**src/rtl/lns_pkg.sv**
```systemverilog
package lns_pkg;
  typedef enum logic [1:0] {
    EXC_ZERO = 2'b00,
    EXC_NORM = 2'b01,
    EXC_INF  = 2'b10,
    EXC_NAN  = 2'b11
  } exc_t;

  typedef enum logic [1:0] {
    OP_MUL  = 2'b00,
    OP_DIV  = 2'b01,
    OP_SQRT = 2'b10,
    OP_RSVD = 2'b11
  } op_t;
endpackage

```
**src/rtl/lns_unpack.sv**
```systemverilog
module lns_unpack
  import lns_pkg::*;
#(
  parameter int LW = 5
) (
  input  logic [LW+2:0] word_i,
  output exc_t          exc_o,
  output logic          sgn_o,
  output logic [LW-1:0] log_o
);
  assign exc_o = exc_t'(word_i[LW+2:LW+1]);
  assign sgn_o = word_i[LW];
  assign log_o = word_i[LW-1:0];
endmodule

```
**src/rtl/lns_log_arith.sv**
```systemverilog
module lns_log_arith
  import lns_pkg::*;
#(
  parameter int LW = 5
) (
  input  op_t           op_i,
  input  logic [LW-1:0] la_i,
  input  logic [LW-1:0] lb_i,
  output logic [LW-1:0] lr_o,
  output logic          above_o,
  output logic          below_o
);
  // One guard bit: a sum or difference of two LW-bit values fits in LW+1.
  logic signed [LW:0] ext_a, ext_b, wide;

  always_comb begin
    ext_a = {la_i[LW-1], la_i};
    ext_b = {lb_i[LW-1], lb_i};
    unique case (op_i)
      OP_MUL:  wide = ext_a + ext_b;
      OP_DIV:  wide = ext_a - ext_b;
      default: wide = ext_a >>> 1;
    endcase
  end

  assign lr_o    = wide[LW-1:0];
  assign above_o = ~wide[LW] &  wide[LW-1];
  assign below_o =  wide[LW] & ~wide[LW-1];
endmodule

```
**src/rtl/lns_exc_resolve.sv**
```systemverilog
module lns_exc_resolve
  import lns_pkg::*;
(
  input  op_t  op_i,
  input  exc_t ea_i,
  input  exc_t eb_i,
  input  logic sa_i,
  input  logic sb_i,
  input  logic above_i,
  input  logic below_i,
  output exc_t er_o,
  output logic sr_o,
  output logic keep_log_o
);
  logic sx;

  always_comb begin
    sx         = sa_i ^ sb_i;
    er_o       = EXC_NAN;
    sr_o       = 1'b0;
    keep_log_o = 1'b0;
    unique case (op_i)
      OP_MUL: begin
        if (ea_i == EXC_NAN || eb_i == EXC_NAN) begin
          er_o = EXC_NAN;
        end else if ((ea_i == EXC_ZERO && eb_i == EXC_INF) ||
                     (ea_i == EXC_INF && eb_i == EXC_ZERO)) begin
          er_o = EXC_NAN;
        end else if (ea_i == EXC_INF || eb_i == EXC_INF) begin
          er_o = EXC_INF;  sr_o = sx;
        end else if (ea_i == EXC_ZERO || eb_i == EXC_ZERO) begin
          er_o = EXC_ZERO; sr_o = sx;
        end else if (above_i) begin
          er_o = EXC_INF;  sr_o = sx;
        end else if (below_i) begin
          er_o = EXC_ZERO; sr_o = sx;
        end else begin
          er_o = EXC_NORM; sr_o = sx; keep_log_o = 1'b1;
        end
      end
      OP_DIV: begin
        if (ea_i == EXC_NAN || eb_i == EXC_NAN) begin
          er_o = EXC_NAN;
        end else if ((ea_i == EXC_ZERO && eb_i == EXC_ZERO) ||
                     (ea_i == EXC_INF && eb_i == EXC_INF)) begin
          er_o = EXC_NAN;
        end else if (eb_i == EXC_ZERO || ea_i == EXC_INF) begin
          er_o = EXC_INF;  sr_o = sx;
        end else if (eb_i == EXC_INF || ea_i == EXC_ZERO) begin
          er_o = EXC_ZERO; sr_o = sx;
        end else if (above_i) begin
          er_o = EXC_INF;  sr_o = sx;
        end else if (below_i) begin
          er_o = EXC_ZERO; sr_o = sx;
        end else begin
          er_o = EXC_NORM; sr_o = sx; keep_log_o = 1'b1;
        end
      end
      OP_SQRT: begin
        if (ea_i == EXC_NAN) begin
          er_o = EXC_NAN;
        end else if (ea_i == EXC_ZERO) begin
          er_o = EXC_ZERO; sr_o = sa_i;
        end else if (sa_i) begin
          er_o = EXC_NAN;
        end else if (ea_i == EXC_INF) begin
          er_o = EXC_INF;
        end else begin
          er_o = EXC_NORM; keep_log_o = 1'b1;
        end
      end
      default: er_o = EXC_NAN;
    endcase
  end
endmodule

```
**src/rtl/lns_muldiv_sqrt.sv**
```systemverilog
module lns_muldiv_sqrt
  import lns_pkg::*;
#(
  parameter int WE = 3,
  parameter int WF = 2
) (
  input  logic              clk,
  input  logic              rst,
  input  logic [1:0]        op_i,
  input  logic [WE+WF+2:0]  a_i,
  input  logic [WE+WF+2:0]  b_i,
  output logic [WE+WF+2:0]  res_o
);
  localparam int LW = WE + WF;
  localparam int W  = LW + 3;
  localparam int NOPND = 2;

  op_t           op;
  logic [W-1:0]  opnd [NOPND];
  exc_t          ex   [NOPND];
  logic          sg   [NOPND];
  logic [LW-1:0] lg   [NOPND];

  assign op      = op_t'(op_i);
  assign opnd[0] = a_i;
  assign opnd[1] = b_i;

  for (genvar i = 0; i < NOPND; i++) begin : g_unpack
    lns_unpack #(.LW(LW)) u_unpack (
      .word_i (opnd[i]),
      .exc_o  (ex[i]),
      .sgn_o  (sg[i]),
      .log_o  (lg[i])
    );
  end

  logic [LW-1:0] lr;
  logic          above, below;

  lns_log_arith #(.LW(LW)) u_arith (
    .op_i    (op),
    .la_i    (lg[0]),
    .lb_i    (lg[1]),
    .lr_o    (lr),
    .above_o (above),
    .below_o (below)
  );

  exc_t er;
  logic sr, keep_log;

  lns_exc_resolve u_resolve (
    .op_i       (op),
    .ea_i       (ex[0]),
    .eb_i       (ex[1]),
    .sa_i       (sg[0]),
    .sb_i       (sg[1]),
    .above_i    (above),
    .below_i    (below),
    .er_o       (er),
    .sr_o       (sr),
    .keep_log_o (keep_log)
  );

  always_ff @(posedge clk) begin
    if (rst) begin
      res_o <= '0;
    end else begin
      res_o <= {er, sr, (keep_log ? lr : {LW{1'b0}})};
    end
  end
endmodule

```
**config.mk**
```make
export PLATFORM = sky130hd
export DESIGN_NAME = lns_muldiv_sqrt
export DESIGN_NICKNAME = d
export VERILOG_FILES = /design/src/rtl/lns_pkg.sv /design/src/rtl/lns_unpack.sv /design/src/rtl/lns_log_arith.sv /design/src/rtl/lns_exc_resolve.sv /design/src/rtl/lns_muldiv_sqrt.sv
export SDC_FILE = /design/constraint.sdc
export NUM_CORES = 1
export LEC_CHECK = 0
export BUFFER_PORTS_ARGS = -buffer_cell sky130_fd_sc_hd__buf_2
export CORE_MARGIN = 2
export CORE_UTILIZATION = 40
export DETAILED_ROUTE_END_ITERATION = 10
export HOLD_SLACK_MARGIN = 0.12
export MAX_ROUTING_LAYER = met4
export PLACE_DENSITY = 0.68
export SKIP_LAST_GASP = 1
export SYNTH_ARGS = -nofsm -noshare
export SYNTH_HDL_FRONTEND = slang
export SYNTH_HIERARCHICAL = 1
export SYNTH_SLANG_ARGS = --single-unit
```
**constraint.sdc**
```tcl
create_clock -name clk -period 3.96 [get_ports clk]
set_input_delay 0.594 -clock clk [delete_from_list [all_inputs] [get_ports clk]]
set_output_delay 0.594 -clock clk [all_outputs]
set_load 0.01 [all_outputs]
```
After elaboration in Yosys (flattened, before gate mapping)
Cells that the tools add are included.
{ "totals": {"latch_bits": 0, "ram_bits": 0, "n_memories": 0, "rom_bits": 0, "register_bits": 8, "wordCells": 69, "out_inout_bits": 8} }
{ "op_classes": {"order_cmp": 0, "n_reduce_logical": 15, "shifts": 0, "addsub": 2, "n_bitwise": 6, "mux": 38, "mul": 0, "eq_ne": 6, "div_mod_pow": 0} }
{ "op_table": {"columns": ["op", "count"], "rows": [
  ["two-way mux 2 bit", 13],
  ["two-way mux 1 bit", 21],
  ["one-hot mux 6 bit (2 select lines)", 1],
  ["== test 2 bit (second input constant)", 5],
  ["logical OR 1 bit", 7],
  ["adder 5 x 5 -> 6 bit", 1],
  ["logical NOT 2 bit", 3],
  ["one-hot mux 1 bit (3 select lines)", 2],
  ["one-hot mux 2 bit (3 select lines)", 1],
  ["subtractor 5 x 5 -> 6 bit", 1],
  ["logical AND 1 bit", 4],
  ["inverter 1 bit", 3],
  ["AND 1 bit", 2],
  ["== test 2 x 1 -> 1 bit (second input constant)", 1],
  ["OR reduction 2 bit", 1],
  ["bitwise XOR 1 bit", 1]
]} }

Longest topological paths before layout
Gate-level depths: netlist (run 1).
{ "logic_depth": {"ltp_word": 13, "mapped_depth": 15, "mapped_depth_nobuf": 14} }

By module
Netlist (run 1), hierarchy kept.
{ "by_module_without_submodules": {"columns": ["mod", "instances", "area_per_inst_um2", "seq_area_each_um2", "cells_per_inst"], "rows": [
  ["lns_log_arith", 1, 394.1, 0.0, 52],
  ["lns_exc_resolve", 1, 239.0, 0.0, 35],
  ["lns_muldiv_sqrt", 1, 222.7, 160.2, 16],
  ["lns_unpack", 2, 60.1, 0.0, 8]
]} }

Worst setup path before layout (run 1)
Ideal clock, no wire load.
{ "synth_timing": {"path_kind": "input port to flip-flop", "start": "in b_i[0]", "end": "reg res_o[0]", "arrival_ns": 3.024, "path_buffers": 1, "path_stages": 13, "path_slack_ns": 0.876, "cell_sequence": "buf_4 -> inv_1 -> ha_1 -> mux2i_1 -> ha_1 -> and2b_1 -> o2111a_1 -> o22a_1 -> o211a_1 -> nor3b_1 -> nand4_1 -> a21oi_1 -> and3b_1"} }
{ "synth_via": {"elab_chain_cells": 13, "word_cells_on_any_way": 20, "cone_classes": "add/sub (2); mux (12); bitwise (5); reduce/logical (1)"} }
{ "synth_lines": {"columns": ["item", "line", "source"], "rows": [
  ["start, declared", "lns_muldiv_sqrt.sv:11", "input logic [WE+WF+2:0] b_i,"],
  ["subtractor 5 x 5 -> 6 bit / adder 5 x 5 -> 6 bit (equally long branches)", "lns_log_arith.sv:21, lns_log_arith.sv:20", null],
  ["one-hot mux 6 bit (2 select lines) *", "lns_log_arith.sv:19", "unique case (op_i)"],
  ["inverter 1 bit", "lns_log_arith.sv:28", "assign below_o = wide[LW] & ~wide[LW-1];"],
  ["AND 1 bit *", "lns_log_arith.sv:28", null],
  ["via below", "lns_muldiv_sqrt.sv:38", "logic above, below;"],
  ["two-way mux 1 bit *", "lns_exc_resolve.sv:35, lns_exc_resolve.sv:53", null],
  ["two-way mux 1 bit *", "lns_exc_resolve.sv:51", "end else if (above_i) begin"],
  ["two-way mux 1 bit, on equally long branches", "lns_exc_resolve.sv:49, lns_exc_resolve.sv:31", null],
  ["two-way mux 1 bit, on equally long branches", "lns_exc_resolve.sv:47, lns_exc_resolve.sv:29", null],
  ["two-way mux 1 bit, on equally long branches", "lns_exc_resolve.sv:44, lns_exc_resolve.sv:26", null],
  ["two-way mux 1 bit, on equally long branches", "lns_exc_resolve.sv:42, lns_exc_resolve.sv:24", null],
  ["one-hot mux 1 bit (3 select lines) *", "lns_exc_resolve.sv:22", "unique case (op_i)"],
  ["via keep_log", "lns_muldiv_sqrt.sv:50", "logic sr, keep_log;"],
  ["inverter 1 bit (no line) *", null, null],
  ["OR reduction 2 bit (no line) *", null, null],
  ["end signal, assigned", "lns_muldiv_sqrt.sv:69", "res_o <= {er, sr, (keep_log ? lr : {LW{1'b0}})};"],
  ["end, declared", "lns_muldiv_sqrt.sv:12", "output logic [WE+WF+2:0] res_o"]
]} }
The timed path passes the listed nets; every way through them passes the cells marked *.
A chain may end at the register's enable or synchronous reset.

Final worst setup path (run 1)
{ "layout_timing": {"start": "in op_i[0]", "end": "reg res_o[2]"} }
{ "layout_via": {"elab_chain_cells": 13, "word_cells_on_any_way": 21, "cone_classes": "eq/ne (2); mux (12); bitwise (5); reduce/logical (2)"} }
{ "layout_lines": {"columns": ["item", "line", "source"], "rows": [
  ["start, declared", "lns_muldiv_sqrt.sv:9", "input logic [1:0] op_i,"],
  ["== test 2 x 1 -> 1 bit / logical NOT 2 bit (equally long branches)", "lns_log_arith.sv:19", null],
  ["one-hot mux 6 bit (2 select lines) *", "lns_log_arith.sv:19", null],
  ["inverter 1 bit", "lns_log_arith.sv:28", null],
  ["AND 1 bit *", "lns_log_arith.sv:28", null],
  ["via below", "lns_muldiv_sqrt.sv:38", null],
  ["two-way mux 1 bit *", "lns_exc_resolve.sv:35, lns_exc_resolve.sv:53", null],
  ["two-way mux 1 bit *", "lns_exc_resolve.sv:51", null],
  ["two-way mux 1 bit, on equally long branches", "lns_exc_resolve.sv:49, lns_exc_resolve.sv:31", null],
  ["two-way mux 1 bit, on equally long branches", "lns_exc_resolve.sv:47, lns_exc_resolve.sv:29", null],
  ["two-way mux 1 bit, on equally long branches", "lns_exc_resolve.sv:44, lns_exc_resolve.sv:26", null],
  ["two-way mux 1 bit, on equally long branches", "lns_exc_resolve.sv:42, lns_exc_resolve.sv:24", null],
  ["one-hot mux 1 bit (3 select lines) *", "lns_exc_resolve.sv:22", null],
  ["via keep_log", "lns_muldiv_sqrt.sv:50", null],
  ["inverter 1 bit (no line) *", null, null],
  ["OR reduction 2 bit (no line) *", null, null]
]} }
Marks and branches as above.

==> results.yml, run 1 <==
clock_network:
  cts_max_level: 1
  cts.clk_slew.worst_paths_ns: 0.05
  cts_tree: "built"
  post_cts_buffers: 0
  cts.sink_count: 8
  numCtsBuffers: 3
  holdBufCountCts: 0
  cts_root_buf: "clkbuf_4"
  clockBufferDepth: 2
  cts_resized: 0
synthesis:
  ys_seq_elements: 8
  synthArstFlopShare_pct: 0
  synth_top_family_by_area: "simple AND/OR/NAND/NOR gates"
  syn_avg_cell_area_sq_um: 8.201
  synth_edf_count: 0
  synth-adder-area-share_pct: 9.744
  netlist_area_sq_um: 975.9
  synth_xor_area_share_pct: 6.282
  synthSimpleGateAreaFrac_pct: 30.64
  netlist_instances: 119
  ys_top_cells_by_area: "dfxtp_1 16%, buf_4 12%, ha_1 7.7%"
  yosysSeqAreaShare_pct: 16.41
  syn_nets: 146
  synth-main-ff-cell: "dfxtp_1"
  synth_compound_area_share_pct: 17.44
  synth_warnings: 6
  synth_area_leader_cell: "dfxtp_1"
  synth_cell_types: 45
  yosys-mux-area-fraction_pct: 3.205
  synth_top_area_share_pct: 16.41
floorplanning:
  start_util_pct: 43.29
  chipWidth_um: 53.40
  die_h_um: 53.40
  die-area_sq_um: 2851
  rows: 17
  core_area_sq_um: 2255
  io_pins: 28
drt:
  dr.first_iter.drc_count: 14
  drtPass1Iterations: 4
  via_count: 813
  drtAntennaViolNets: 0
  post_drt_wl_per_cell_um: 10.89
  vias_per_cell: 5.146
  drc: 0
  wl_mm: 1.720
outcome:
  outcome: "finished, final reports clean"
power_and_ir_drop:
  power_frac_seq_pct: 33.0
  ir_drop_uv: 132.1
  power_w: 0.0002570
  clkPwrFrac_pct: 22.4
  switchingPower_w: 0.00008487
  p_per_area_nw_per_um2: 249.9
  comb_power_share_pct: 44.6
  p_int_w: 0.0001721
  cellLeakagePower_nw: 0.5006
  switching_share_pct: 33.02
global_route:
  grt_pass1_wl_mm: 2.856
  grt_max_degree: 19
  grt_pass1_vias: 711
  overflow: 0
  antenna_found_initial: 0
  grt.total_usage_pct: 13.74
timing:
  rsz0062_at_grt: "false"
  tns_ns: 0
  fmax_ghz: 0.3032
  whs_ns: 0.5883
  post-route-period-util_pct: 83.30
  maxSlewViolCount: 0
  max_slew_margin_pct: 73.48
  worst_slew_pin_slew_ns: 0.3954
  finalSetupViolCount: 0
  hold_viol: 0
  min_period_ns: 3.298
critical_path:
  cpMaxStageDelayCell: "mux2i_1"
  path_max_fanout: 15
  cp.required_ns: 4.15
  startpoint: "op_i[0]"
  critPathBufInv: 1
  crit_arrival_ns: 3.49
  critical_path_class: "in -> reg"
  crit_family: "simple AND/OR/NAND/NOR gates"
  worstSetupStartpointType: "input pin"
  end_kind: "flip-flop"
  slowest_delay_ns: 0.34
  path_cells: "buf_2, nor2b_1, mux2i_1, ha_1, and2b_1, o2111a_1, o22a_1, o211a_1, nor3b_1, nand4_1, a21oi_1, and3b_1"
finish:
  largest_reg_flops: 8
  regMostFlops: "res_o"
  largestRegisters: "res_o (8)"
  insertedDiodeCount: 0
  drive_gt1_share_pct: 29.23
  fin_nets: 159
  areaGrowthSynthToFinish_pct: 5.385
  final_area_sq_um: 1028
  fin_util_pct: 45.62
run:
  maxCapViolCount: 0
placement:
  io_buffers: 27
  place_area_sq_um: 1006
  gp_congestion: 0.8234
  dp_hpwl_mm: 1.477
worst_hold_path:
  holdCritStartpoint: "rst"
  hold_class: "in -> reg"
## metrics by stage
step | cells | setup WS [ns]
after floorplan | 119 | 0.8763
after global placement | 155 | 0.4902
after detailed placement | 155 | 0.4272
after CTS | 158 | 0.6634
after global routing | 158 | 0.4118
final | 158 | 0.6615
## worst paths after layout
check        to  slack [ns]  cells after the start
max    res_o[2]        0.66                     12
min    res_o[5]        0.59                      2
## cell usage after synthesis, drive strengths merged (3+ instances only)
| library cell | number |
|---|---|
| nor2b | 5 |
| dfxtp | 8 |
| nand2 | 7 |
| o21ai | 7 |
| buf | 18 |
| nor2 | 6 |
| ha | 6 |
| a21oi | 5 |
| and3b | 5 |
| xnor2 | 5 |
| nor3 | 3 |
| nor4 | 3 |
| inv | 5 |
## per-layer routing
| layer | part of all wire (%) | vias to the layer above | GRT usage [%] |
|---|---|---|---|
| met5 | 0 | - | - |
| met4 | 0 | 0 | 5.128 |
| met3 | 5.9 | 0 | 0.8475 |
| met2 | 46 | 26 | 22.22 |
| met1 | 48 | 351 | 17.88 |
| li1 | - | 436 | - |
## cells in the final DEF, fill, tap and decap left out, types with 6 or more instances in the layout
cell,count
buf_2,27
ha_1,6
nor2_1,6
o21ai_0,6
nand2_1,7
dfxtp_1,8
## cells by family after synthesis
kind of cell / Yosys count
XOR/XNOR: 7
buffers and inverters: 24
AND/OR/NAND/NOR: 45
adder cells (fa/ha/maj): 7
multiplexers: 3
flip-flops: 8
AO/OA/AOI/OAI: 25
## layout make-up
cell class                      count  area, sq um
Fill cell                         246         1226
Multi-Input combinational cell     87        656.9
Sequential cell                     8        160.2
Timing Repair Buffer               27        135.1
Tap cell                           28        35.03
Clock buffer                        3        22.52
Inverter                            5        18.77
## power groups by stage
stage                     clock network (W)  registers, W  logic (W)
after CTS                         0.0000610     0.0000848   0.000115
after floorplan                           0     0.0000885  0.0000962
final                             0.0000575     0.0000848   0.000115
after global placement                    0     0.0000863   0.000113
after detailed placement                  0     0.0000864   0.000115
after global routing              0.0000633     0.0000849   0.000131
Note: power is estimated with default switching activity, not from simulation.
==> run 2, diff against run 1 <==
==> constraint.sdc (replaced) <==
create_clock -name clk -period 3.3 [get_ports clk]
set_input_delay 0.495 -clock clk [delete_from_list [all_inputs] [get_ports clk]]
set_output_delay 0.495 -clock clk [all_outputs]
set_load 0.01 [all_outputs]
==> run 2 against run 1 <==
First-iteration DRC count decreased by 21%. Design area increased by 2.9%. Die area unchanged. Critical path type unchanged. Critical endpoint unchanged. Largest power group unchanged. Highest routed layer is now met4.
==> results.yml, run 2 (same netlist as run 1, synthesis figures left out) <==
outcome:
  outcome: "finished, final reports clean"
finish:
  final_area_sq_um: 1059
  regMostFlops: "res_o"
  largest_reg_flops: 8
  nFillCells: 241
  fin_nets: 163
  largestRegisters: "res_o (8)"
  drive_gt1_share_pct: 31.34
  ff_latch_area_sq_um: 160.2
  multi_input_area_sq_um: 656.9
  final_cell_mix: "27 x buf_2, 8 x dfxtp_1, 7 x nand2_1"
  insertedDiodeCount: 0
  areaGrowthSynthToFinish_pct: 8.462
  final_common_cell: "buf_2"
  fin_util_pct: 46.95
global_route:
  grt_max_degree: 18
  grt_pass1_wl_mm: 3.201
  grt_pass1_vias: 769
  grt.total_usage_pct: 15.16
  overflow: 0
  antenna_found_initial: 0
placement:
  place_area_sq_um: 1036
  dp_hpwl_mm: 1.589
  io_buffers: 27
  gp_congestion: 0.7618
  place_ws_ns: 0.06440
critical_path:
  worstSetupEndpoint: "res_o[2]"
  cp.required_ns: 3.49
  critical_path_class: "in -> reg"
  startpoint: "b_i[0]"
  end_kind: "flip-flop"
  crit_arrival_ns: 3.20
  path_max_fanout: 5
  worstSetupStartpointType: "input pin"
timing:
  rsz0062_at_grt: "false"
  hold_viol: 0
  maxSlewViolCount: 0
  min_period_ns: 3.010
  post-route-period-util_pct: 91.22
  setup_ws_ns: 0.2898
  worst_slew_pin_slew_ns: 0.3552
  max_slew_margin_pct: 76.07
  whs_ns: 0.4901
  tns_ns: 0
  finalSetupViolCount: 0
  fmax_ghz: 0.3322
run:
  maxCapViolCount: 0
worst_hold_path:
  hold_class: "in -> reg"
clock_network:
  cts_tree: "built"
  numCtsBuffers: 3
  cts_resized: 0
  cts_root_buf: "clkbuf_4"
  cts.clk_slew.worst_paths_ns: 0.05
  clockBufferDepth: 2
  post_cts_buffers: 0
  holdBufCountCts: 0
  cts.sink_count: 8
  cts_max_level: 1
drt:
  dr.first_iter.drc_count: 11
  wl_mm: 1.872
  drtAntennaViolNets: 0
  drtPass1Iterations: 4
  vias_per_cell: 5.117
  drc: 0
  post_drt_wl_per_cell_um: 11.56
  via_count: 829
floorplanning:
  io_pins: 28
  die-area_sq_um: 2851
  die_h_um: 53.40
  start_util_pct: 43.29
  rows: 17
  core_area_sq_um: 2255
  chipWidth_um: 53.40
power_and_ir_drop:
  p_per_area_nw_per_um2: 296.4
  cellLeakagePower_nw: 0.5202
  ir_drop_uv: 166.4
==> run 2: cell count changes in the layout (fill, tap and decap cells not counted) <==
cell,change
buf_4,+4
==> run 2: power by group <==
group	leakage (nW)	internal (W)	switching [W]
Sequential	0.0654	0.000101	0.000000795
Clock	0.0138	0.0000412	0.0000277
Combinational	0.441	0.0000682	0.0000748
Total	0.520	0.000210	0.000103
==> run 2: area by class of cell <==
class	count	area share (%)
Multi-Input combinational cell	87	62.06
Timing Repair Buffer	31	15.60
Sequential cell	8	15.13
Tap cell	28	3.310
Clock buffer	3	2.128
Inverter	5	1.773
==> run 2: how the worst min path moves through the flow <==
stage	start	end	slack (ns)	cells past startpoint
final	rst	res_o[5]	0.49	2
after global routing	rst	res_o[5]	0.51	2
after CTS	rst	res_o[5]	0.48	2
after detailed placement	rst	res_o[5]	0.74	2
after global placement	rst	res_o[7]	0.74	2
after floorplan	rst	res_o[5]	0.57	1
==> run 2: routing by layer <==
metal / GRT usage (%) / vias to the layer above / wire [um]
met2: 26.34 / 16 / 905
met3: 0.8475 / 2 / 63
met4: 5.128 / 0 / 5
met5: - / - / 0
li1: - / 443 / -
met1: 18.49 / 368 / 898
==> run 2: stage by stage <==
step | instances | power (W)
finish | 162 | 0.0003138
global route | 162 | 0.0003412
CTS | 162 | 0.0003184
detailed placement | 159 | 0.0002463
global placement | 159 | 0.0002422
floorplan | 119 | 0.0002216
==> run 2: worst max-delay path, cell delays in order <==
cell      delay, ns
buf_2          0.11
inv_1          0.04
ha_1           0.28
mux2i_1        0.22
ha_1           0.27
and2b_1        0.16
o2111a_1       0.25
o22a_1         0.23
o211a_1        0.23
nor3b_1        0.28
nand4_1        0.14
a21oi_1        0.27
and3b_1        0.21
==> run 3, diff against run 2 <==
--- a/config.mk
+++ b/config.mk
@@ -9,9 +9,8 @@
 export CORE_MARGIN = 2
 export CORE_UTILIZATION = 40
 export DETAILED_ROUTE_END_ITERATION = 10
-export HOLD_SLACK_MARGIN = 0.12
 export MAX_ROUTING_LAYER = met4
-export PLACE_DENSITY = 0.68
+export PLACE_DENSITY = 0.6
 export SKIP_LAST_GASP = 1
 export SYNTH_ARGS = -nofsm -noshare
 export SYNTH_HDL_FRONTEND = slang
==> run 3 against run 2 <==
Critical path depth is 1 lower. Core utilization is 0.33 points lower. Worst setup slack worse by 0.0023 ns. Flip-flop and latch count stayed put. Sequential power hardly changed. Cell count is 0.62% lower. First-iteration DRC count is 9.1% lower. Non-clock buffer count is 1 lower. Maximum frequency hardly changed. Global-route usage is 1.2 points lower. Combinational power hardly changed. Via count is 1.7% lower. Critical path type unchanged.
==> results.yml, run 3 (same netlist as run 1, synthesis figures left out) <==
critical_path:
  critical_path_class: "in -> reg"
  end_kind: "flip-flop"
  path_max_fanout: 5
  worstSetupStartpointType: "input pin"
  crit_arrival_ns: 3.20
  cp.required_ns: 3.48
timing:
  tns_ns: 0
  worst_slew_pin_slew_ns: 0.3689
  setup_ws_ns: 0.2874
  maxSlewViolCount: 0
  fmax_ghz: 0.3319
  post-route-period-util_pct: 91.29
  hold_viol: 0
  rsz0062_at_grt: "false"
  finalSetupViolCount: 0
  min_period_ns: 3.013
  max_slew_margin_pct: 75.26
drt:
  drtPass1Iterations: 4
  drtAntennaViolNets: 0
  drc: 0
  dr.first_iter.drc_count: 10
  via_count: 815
  vias_per_cell: 5.062
  post_drt_wl_per_cell_um: 11.17
  wl_mm: 1.799
clock_network:
  cts_tree: "built"
  cts.sink_count: 8
  cts_max_level: 1
  clockBufferDepth: 2
  numCtsBuffers: 3
  cts.clk_slew.worst_paths_ns: 0.05
  cts_resized: 0
  post_cts_buffers: 0
  holdBufCountCts: 0
  cts_root_buf: "clkbuf_4"
run:
  maxCapViolCount: 0
placement:
  dp_cells: 158
  dp_hpwl_mm: 1.475
  place_area_sq_um: 1028
  gp_congestion: 0.8456
  place_ws_ns: 0.07327
  io_buffers: 27
power_and_ir_drop:
  power_frac_seq_pct: 32.7
  comb_power_share_pct: 45.2
  cellLeakagePower_nw: 0.5150
  clkPwrFrac_pct: 22.1
  power_w: 0.0003112
  ir_drop_uv: 157.3
  p_per_area_nw_per_um2: 296.1
  switchingPower_w: 0.0001015
  p_int_w: 0.0002097
  switching_share_pct: 32.61
finish:
  layoutNonFillerInstCount: 161
  final_cell_mix: "27 x buf_2, 8 x dfxtp_1, 7 x nand2_1"
  nFillCells: 240
  regMostFlops: "res_o"
  largest_reg_flops: 8
  final_area_sq_um: 1051
  final_common_cell: "buf_2"
  largestRegisters: "res_o (8)"
  insertedDiodeCount: 0
  areaGrowthSynthToFinish_pct: 7.693
  fin_nets: 162
  drive_gt1_share_pct: 30.83
floorplanning:
  io_pins: 28
  core_area_sq_um: 2255
  chipWidth_um: 53.40
  die-area_sq_um: 2851
  start_util_pct: 43.29
  die_h_um: 53.40
  rows: 17
global_route:
  grt_max_degree: 18
  grt.total_usage_pct: 13.92
  grt_pass1_wl_mm: 2.939
  grt_pass1_vias: 696
  overflow: 0
  antenna_found_initial: 0
worst_hold_path:
  whs_endpoint: "res_o[7]"
  hold_depth: 2
  hold_class: "in -> reg"
  holdCritStartpoint: "rst"
outcome:
  outcome: "finished, final reports clean"
[run 3: cell type report]
type | count | area, sq um | area share [%]
well taps | 28 | 35.03 | 3.333
flip-flops and latches | 8 | 160.2 | 15.24
repair buffers | 30 | 157.7 | 15.00
multi-input cells | 87 | 656.9 | 62.50
clock buffers | 3 | 22.52 | 2.143
inverters | 5 | 18.77 | 1.786
[run 3: worst max-delay path by stage]
stage,start,end,slack (ns)
global placement,op_i[1],res_o[2],0.06
finish,op_i[1],res_o[1],0.29
floorplan,b_i[0],res_o[0],0.32
global route,op_i[1],res_o[1],0.12
CTS,op_i[1],res_o[1],0.32
detailed placement,op_i[1],res_o[1],0.07
[run 3: worst max-delay path: stages]
cell	delay, ns
buf_2	0.11
nor2b_1	0.29
mux2i_1	0.30
ha_1	0.26
and2b_1	0.17
o2111a_1	0.26
o22a_1	0.22
o211a_1	0.22
nor3b_1	0.25
nand4_1	0.13
a21oi_1	0.28
and3b_1	0.21
[run 3: routing by layer]
layer | up-vias | routed length [um] | track usage, % | share of wire, %
met2 | 17 | 830 | 23.05 | 46
met5 | - | 0 | - | 0
met1 | 357 | 890 | 17.54 | 49
li1 | 441 | - | - | -
met4 | 0 | 0 | 3.846 | 0
met3 | 0 | 77 | 1.977 | 4.3
[run 3: power groups by stage]
stage | clock (W) | sequential [W] | combinational [W]
after floorplan | 0 | 0.000106 | 0.000115
after global placement | 0 | 0.000104 | 0.000139
after detailed placement | 0 | 0.000104 | 0.000141
after CTS | 0.0000722 | 0.000102 | 0.000142
after global routing | 0.0000754 | 0.000102 | 0.000159
final | 0.0000686 | 0.000102 | 0.000141
[run 3: stage by stage]
| step | util (%) | hold WS [ns] |
|---|---|---|
| 4_1_cts | 46.61 | 0.4925 |
| 3_5_place_dp | 45.62 | 0.7522 |
| 3_3_place_gp | 45.62 | 0.7425 |
| 6_report | 46.61 | 0.4948 |
| 5_1_grt | 46.61 | 0.5010 |
| 2_1_floorplan | - | 0.5666 |
